===== src/rtl/cfg_pkg.sv =====
package cfg_pkg;
  localparam logic [3:0] CMD_CFG_RD = 4'b1010;
  localparam logic [3:0] CMD_CFG_WR = 4'b1011;
  localparam logic [1:0] TYPE0      = 2'b00;

  // strobes from control to datapath
  typedef struct packed {
    logic latch;   // address phase accepted: capture dword index
    logic commit;  // write transfer on this edge
    logic drive;   // read data phase: put data on the bus
  } cfgStrb_t;
endpackage


===== src/rtl/cfg_ctrl.sv =====
module cfg_ctrl
  import cfg_pkg::*;
(
  input  logic       clk,
  input  logic       rstN,
  input  logic       frameN,
  input  logic       irdyN,
  input  logic       idsel,
  input  logic [1:0] adLow,
  input  logic [3:0] cbeN,
  output logic       devselN,
  output logic       trdyN,
  output cfgStrb_t   strb
);
  typedef enum logic [1:0] {ST_IDLE, ST_CLAIM, ST_DATA} ctlState_t;

  ctlState_t state;
  logic prevFrameN;
  logic isWrite;
  logic cmdOk;
  logic addrHit;

  assign cmdOk   = (cbeN == CMD_CFG_RD) || (cbeN == CMD_CFG_WR);
  assign addrHit = (state == ST_IDLE) && !frameN && prevFrameN &&
                   idsel && (adLow == TYPE0) && cmdOk;

  always_ff @(posedge clk or negedge rstN) begin
    if (!rstN) begin
      state      <= ST_IDLE;
      prevFrameN <= 1'b1;
      isWrite    <= 1'b0;
    end else begin
      prevFrameN <= frameN;
      case (state)
        ST_IDLE: if (addrHit) begin
          state   <= ST_CLAIM;
          isWrite <= cbeN[0];
        end
        ST_CLAIM: state <= ST_DATA;
        ST_DATA:  if (!irdyN) state <= ST_IDLE;
        default:  state <= ST_IDLE;
      endcase
    end
  end

  assign devselN     = (state == ST_IDLE);
  assign trdyN       = (state != ST_DATA);
  assign strb.latch  = addrHit;
  assign strb.commit = (state == ST_DATA) && !irdyN && isWrite;
  assign strb.drive  = (state == ST_DATA) && !isWrite;

  // ready never without claim
  assert_ready_needs_claim_R2: assert property (@(posedge clk) disable iff (!rstN)
    !trdyN |-> !devselN);
  // ready follows claim by one cycle
  assert_ready_after_claim_R2: assert property (@(posedge clk) disable iff (!rstN)
    $fell(devselN) |=> !trdyN);
  // target holds ready while the initiator waits
  assert_hold_on_wait_R9: assert property (@(posedge clk) disable iff (!rstN)
    (!trdyN && irdyN) |=> !trdyN);
  // release after the transfer
  assert_release_after_xfer_R9: assert property (@(posedge clk) disable iff (!rstN)
    (!trdyN && !irdyN) |=> (devselN && trdyN));
endmodule


===== src/rtl/cfg_regs.sv =====
module cfg_regs
  import cfg_pkg::*;
#(
  parameter logic [15:0] VENDOR_ID     = 16'h1D5A,
  parameter logic [15:0] DEVICE_ID     = 16'h7013,
  parameter logic [31:0] CLASS_REV     = 32'h0580_0002,
  parameter logic [7:0]  INT_PIN       = 8'h01,
  parameter bit          FAST66        = 1'b1,
  parameter int          BAR_SIZE_LOG2 = 12,
  parameter int          USER_WORDS    = 4
) (
  input  logic        clk,
  input  logic        rstN,
  input  cfgStrb_t    strb,
  input  logic [31:0] adIn,
  input  logic [3:0]  cbeN,
  output logic [31:0] rdData,
  output logic        memEn,
  output logic [31:0] barBase
);
  localparam logic [15:0] CMD_MASK   = 16'h0147;
  localparam logic [15:0] STATUS_VAL = 16'(FAST66) << 5;
  localparam logic [31:0] BAR_MASK   = ~((32'd1 << BAR_SIZE_LOG2) - 32'd1);
  localparam int          USER_BASE  = 16;
  localparam logic [5:0]  IDX_CMD    = 6'd1;
  localparam logic [5:0]  IDX_BAR    = 6'd4;
  localparam logic [5:0]  IDX_INT    = 6'd15;

  logic [5:0]  dwIdx;
  logic [31:0] laneMask;
  logic [15:0] cmdReg;
  logic [31:0] barReg;
  logic [7:0]  intLine;
  logic [31:0] userWords [USER_WORDS];

  assign laneMask = {{8{~cbeN[3]}}, {8{~cbeN[2]}}, {8{~cbeN[1]}}, {8{~cbeN[0]}}};

  always_ff @(posedge clk or negedge rstN) begin
    if (!rstN) dwIdx <= '0;
    else if (strb.latch) dwIdx <= adIn[7:2];
  end

  always_ff @(posedge clk or negedge rstN) begin
    if (!rstN) begin
      cmdReg  <= '0;
      barReg  <= '0;
      intLine <= '0;
    end else if (strb.commit) begin
      if (dwIdx == IDX_CMD)
        cmdReg <= (cmdReg & ~(laneMask[15:0] & CMD_MASK)) |
                  (adIn[15:0] & laneMask[15:0] & CMD_MASK);
      if (dwIdx == IDX_BAR)
        barReg <= (barReg & ~(laneMask & BAR_MASK)) | (adIn & laneMask & BAR_MASK);
      if (dwIdx == IDX_INT)
        intLine <= (intLine & ~laneMask[7:0]) | (adIn[7:0] & laneMask[7:0]);
    end
  end

  for (genvar gi = 0; gi < USER_WORDS; gi++) begin : g_user
    always_ff @(posedge clk or negedge rstN) begin
      if (!rstN) userWords[gi] <= '0;
      else if (strb.commit && dwIdx == 6'(USER_BASE + gi))
        userWords[gi] <= (userWords[gi] & ~laneMask) | (adIn & laneMask);
    end
  end

  always_comb begin
    rdData = '0;
    case (dwIdx)
      6'd0:    rdData = {DEVICE_ID, VENDOR_ID};
      IDX_CMD: rdData = {STATUS_VAL, cmdReg};
      6'd2:    rdData = CLASS_REV;
      IDX_BAR: rdData = barReg;
      IDX_INT: rdData = {16'h0, INT_PIN, intLine};
      default: rdData = '0;
    endcase
    for (int i = 0; i < USER_WORDS; i++)
      if (dwIdx == 6'(USER_BASE + i)) rdData = userWords[i];
  end

  assign memEn   = cmdReg[1];
  assign barBase = barReg;

  // command register moves only on a write transfer
  assert_cmd_stable_R4: assert property (@(posedge clk) disable iff (!rstN)
    !strb.commit |=> $stable(cmdReg));
  // interrupt line moves only on a write transfer
  assert_intline_stable_R7: assert property (@(posedge clk) disable iff (!rstN)
    !strb.commit |=> $stable(intLine));
  // base register moves only on a write transfer
  assert_bar_stable_R5: assert property (@(posedge clk) disable iff (!rstN)
    !strb.commit |=> $stable(barReg));
endmodule


===== src/rtl/cfg_space_unit.sv =====
module cfg_space_unit
  import cfg_pkg::*;
#(
  parameter logic [15:0] VENDOR_ID     = 16'h1D5A,
  parameter logic [15:0] DEVICE_ID     = 16'h7013,
  parameter logic [31:0] CLASS_REV     = 32'h0580_0002,
  parameter logic [7:0]  INT_PIN       = 8'h01,
  parameter bit          FAST66        = 1'b1,
  parameter int          BAR_SIZE_LOG2 = 12,
  parameter int          USER_WORDS    = 4
) (
  input  logic        clk,
  input  logic        rstN,
  input  logic        frameN,
  input  logic        irdyN,
  input  logic        idsel,
  input  logic [31:0] adIn,
  input  logic [3:0]  cbeN,
  output logic [31:0] adOut,
  output logic        adOe,
  output logic        devselN,
  output logic        trdyN,
  output logic        memEn,
  output logic [31:0] barBase
);
  cfgStrb_t    strb;
  logic [31:0] rdData;

  cfg_ctrl u_ctrl (
    .clk(clk), .rstN(rstN), .frameN(frameN), .irdyN(irdyN), .idsel(idsel),
    .adLow(adIn[1:0]), .cbeN(cbeN), .devselN(devselN), .trdyN(trdyN), .strb(strb)
  );

  cfg_regs #(
    .VENDOR_ID(VENDOR_ID), .DEVICE_ID(DEVICE_ID), .CLASS_REV(CLASS_REV),
    .INT_PIN(INT_PIN), .FAST66(FAST66), .BAR_SIZE_LOG2(BAR_SIZE_LOG2),
    .USER_WORDS(USER_WORDS)
  ) u_regs (
    .clk(clk), .rstN(rstN), .strb(strb), .adIn(adIn), .cbeN(cbeN),
    .rdData(rdData), .memEn(memEn), .barBase(barBase)
  );

  assign adOe  = strb.drive;
  assign adOut = strb.drive ? rdData : 32'h0;
endmodule


===== config.mk =====
export PLATFORM = sky130hd
export DESIGN_NAME = cfg_space_unit
export DESIGN_NICKNAME = d
export VERILOG_FILES = /design/src/rtl/cfg_pkg.sv /design/src/rtl/cfg_ctrl.sv /design/src/rtl/cfg_regs.sv /design/src/rtl/cfg_space_unit.sv
export SDC_FILE = /design/constraint.sdc
export NUM_CORES = 1
export LEC_CHECK = 0
export BUFFER_PORTS_ARGS = -buffer_cell sky130_fd_sc_hd__buf_2
export CAP_MARGIN = 20
export CORE_MARGIN = 4
export CORE_UTILIZATION = 40
export DETAILED_ROUTE_END_ITERATION = 12
export PLACE_DENSITY = 0.57
export SYNTH_ARGS = -nofsm -noshare
export SYNTH_HDL_FRONTEND = slang
export SYNTH_HIERARCHICAL = 1
export SYNTH_SLANG_ARGS = --single-unit

===== constraint.sdc =====
create_clock -name clk -period 3.9 [get_ports clk]
set_input_delay 0.78 -clock clk [delete_from_list [all_inputs] [get_ports clk]]
set_output_delay 0.78 -clock clk [all_outputs]
set_load 0.005 [all_outputs]

==> impl_results.md <==
- R2r startpoint: u_ctrl/state[0]$_DFFE_PN0P_
- Total Neg Setup Slack: 0 ns
- NetSw: 0.948 mW
- Placed wire-length estimate after detailed placement: between 15000 and 20000 µm
- Part of the Yosys area used for sequential elements: 51.3%
- Worst clock skew on the final layout: ~0.011 ns
- Tightest slew margin relative to the limit: 48.7%
- Vias per Instance: roughly 5.6
- Leakage component of the power: between 5 and 6 nW
- Average wire per cell in the routed design: 21.8 µm
- Synth unique cells: 57
- Largest net degree at the start of global routing: 88
- Power density over cell area: 389 nW/µm²
- Clock power frac: approximately 44%
- Number of H-tree levels: 4
- Hold Fails Final Rpt: 0
- Starting density of the core: roughly two fifths
- Arrival time at the worst endpoint: about 3.0 ns
- Crit-path leading delay family: simple AND/OR/NAND/NOR gates
- Crit. End Element: output port
- Result of the run: complete, no violations
- Skew-Pair Late Insertion Delay: roughly 0.43 ns
- Final number of setup-violating endpoints: 0
- Number of sinks on the clock net: between 150 and 200
- Syn avg cell area: between 10 and 15 µm²
- Sequential power share: a little under half
- First-pass GRT wire length: approximately 36000 µm
- Maximum buffer depth of the clock tree: 2
- Most frequent standard cell in the layout excluding fill and tap cells: sky130_fd_sc_hd__dfrtp_1
- Overall die width: 152 µm
- Number of instances in the synthesized netlist: between 600 and 700
- Critical path start-end classification: reg -> out
- Routed wire length: ~23000 µm
- Row Count: 52
- Number of global-route vias before repair: slightly above 6000
- Critical path cell sequence: buf_4 > or4b_4 > nor2_2 > buf_4 > a21oi_1 > a31oi_1 > and2_2 > buf_2
- Critical path launch point: u_regs/dwIdx[3]$_DFFE_PN0P_
- Number of nets still failing antenna checks after routing: 0
- Layout cell share with drive strength beyond 1: between 40% and 50%
- Final critical delay including setup and external delays: 3.79 ns
- Crit-path max FO: 8
- Die footprint: 23200 µm²
- Number of max-cap violations: 0
- Total GRT Usage: between 10% and 20%
- DRC: 0
- Overall via count from detail_route: roughly 5800
- Leading cell types in the layout, fill and taps excluded: sky130_fd_sc_hd__dfrtp_1 (170), sky130_fd_sc_hd__mux2_2 (155), sky130_fd_sc_hd__buf_2 (95), sky130_fd_sc_hd__and2_2 (33), sky130_fd_sc_hd__buf_4 (22)
- Worst path most repeated cell: sky130_fd_sc_hd__buf_4
- Global placer's final weighted congestion: ~0.8
- HP Class: in -> async
- Chip height: about 150 µm
- Maximum clock frequency: approximately 260 MHz
- Buffer and inverter count on the worst path: 3
- Yosys reg bits: approximately 170
- Setup repair after global routing missed its margin: false
- Comb power frac: 8.1%
- Number of antenna violations at the first check in global routing: 0
- CP max-delay cell: sky130_fd_sc_hd__or4b_4
- Clock tree from TritonCTS: built
- Layout net count: 794
- Slew @ Worst Pin: between 0.7 and 0.8 ns
- Final cycle utilization of the critical path: 97.3%
- Top FF cell, synth: sky130_fd_sc_hd__dfrtp_1
- Power consumption: between 3 and 4 mW
- Total internal power: between 2 and 3 mW
- Area added between synthesis and finish: 16.1%
- Clock-pin transition on the worst setup and hold timing paths: about 0.070 ns
- Synth Cell Area: approximately 8300 µm²
- Count of flip-flops with a built-in enable after synthesis: 0
- Core area: between 20000 and 25000 µm²
- 1st-pass router iterations: 5
- Count of input and output buffers: 96
- Pins over their slew limit: 0
- Startpoint class of the critical path: flop
- Root Buffer Master: sky130_fd_sc_hd__clkbuf_16
- Count of routing violations after the opening detailed-route iteration: a little under 400
- Max VDD drop: approximately 0.0003 V
- Data required time of the worst path: 3.12 ns
- Antenna Cells: 0
- Delay of the slowest critical-path stage: between 0.5 and 0.6 ns
- Number of warning messages in the yosys log: 6
- Switching portion of total power: roughly a quarter
- Count of pins on the block boundary: 109
- Async set or reset register ratio after synthesis: 100%
- GRT overflow: 0
- Cts bufs inserted: 17
==> power groups by stage <==
stage,Sequential [mW],Clock (mW),Combinational (mW)
3_3_place_gp,1.83,0,0.295
2_1_floorplan,1.82,0,0.158
5_1_grt,1.80,1.78,0.331
3_5_place_dp,1.83,0,0.301
6_report,1.80,1.66,0.303
4_1_cts,1.80,1.70,0.302
==> per-layer routing <==
metal / part of all wire (%) / GRT usage [%] / vias up
li1: - / - / 2562
met1: 46 / 27.6 / 3025
met2: 48 / 31.4 / 171
met3: 4.5 / 3.95 / 21
met4: 1.3 / 5.09 / 0
met5: 0 / 0 / -
==> cells by family after synthesis <==
| group | share of synthesized area [%] |
|---|---|
| other cells | 0.0450 |
| simple gates | 11.8 |
| xor+xnor | 0.105 |
| mux | 24.5 |
| buf+inv | 4.02 |
| flops | 51.3 |
| compound gates | 8.15 |
==> final timing paths <==
check	slack, ns	to	depth (start not counted)
min in group clk	0.47	u_ctrl/prevFrameN$_DFF_PN1_	1
setup reg to reg	1.16	flop	5
max in group asynchronous	2.70	async pin	2
hold / removal	0.25	async pin	1
setup / recovery	0.11	adOut[8]	8
hold reg to reg	0.49	flop	1
==> synthesized netlist by cell type (7+ instances only) <==
library cell / number / area, µm²
sky130_fd_sc_hd__o22ai_1: 12 / 75.1
sky130_fd_sc_hd__a211oi_1: 7 / 52.6
sky130_fd_sc_hd__nor2b_1: 7 / 43.8
sky130_fd_sc_hd__and2_2: 32 / 240
sky130_fd_sc_hd__buf_2: 14 / 70.1
sky130_fd_sc_hd__buf_4: 18 / 135
sky130_fd_sc_hd__nand2_1: 19 / 71.3
sky130_fd_sc_hd__clkbuf_1: 12 / 45.0
sky130_fd_sc_hd__and3_1: 21 / 131
sky130_fd_sc_hd__mux2_4: 13 / 195
sky130_fd_sc_hd__inv_1: 7 / 26.3
sky130_fd_sc_hd__a22oi_1: 12 / 90.1
sky130_fd_sc_hd__nor3_1: 7 / 35.0
sky130_fd_sc_hd__o21ai_0: 18 / 90.1
sky130_fd_sc_hd__nor2_1: 20 / 75.1
sky130_fd_sc_hd__mux2_2: 155 / 1750
sky130_fd_sc_hd__dfrtp_1: 170 / 4250
sky130_fd_sc_hd__a21oi_1: 18 / 90.1
==> cell type report <==
type	count	area, µm²
multi-input cells	437	3790
clock inverters	11	109
fillers	1842	10700
clock buffers	21	470
flip-flops and latches	171	4280
inverters	7	26.3
well taps	270	338
repair buffers	119	672
==> repair_timing <==
| action | CTS | global route |
|---|---|---|
| pin swaps | 0 | 0 |
| endpoints found under the setup margin | 7 | 4 |
| gates resized for setup | 1 | 2 |
| hold buffers | 0 | 0 |
| setup buffers | 0 | 0 |
==> stage by stage <==
step	std cells	utilization [%]	hold WS [ns]	instance area [µm²]	setup WS, ns
final	1036	47.5	0.254	9680	0.106
after floorplan	667	-	0.459	8380	1.18
after global routing	1036	47.5	0.273	9680	0.0725
after global placement	1004	44.6	0.469	9090	0.520
after detailed placement	1004	44.6	0.484	9090	0.412
after CTS	1036	47.5	0.261	9670	0.0677
(Power assumes the default switching activity.)
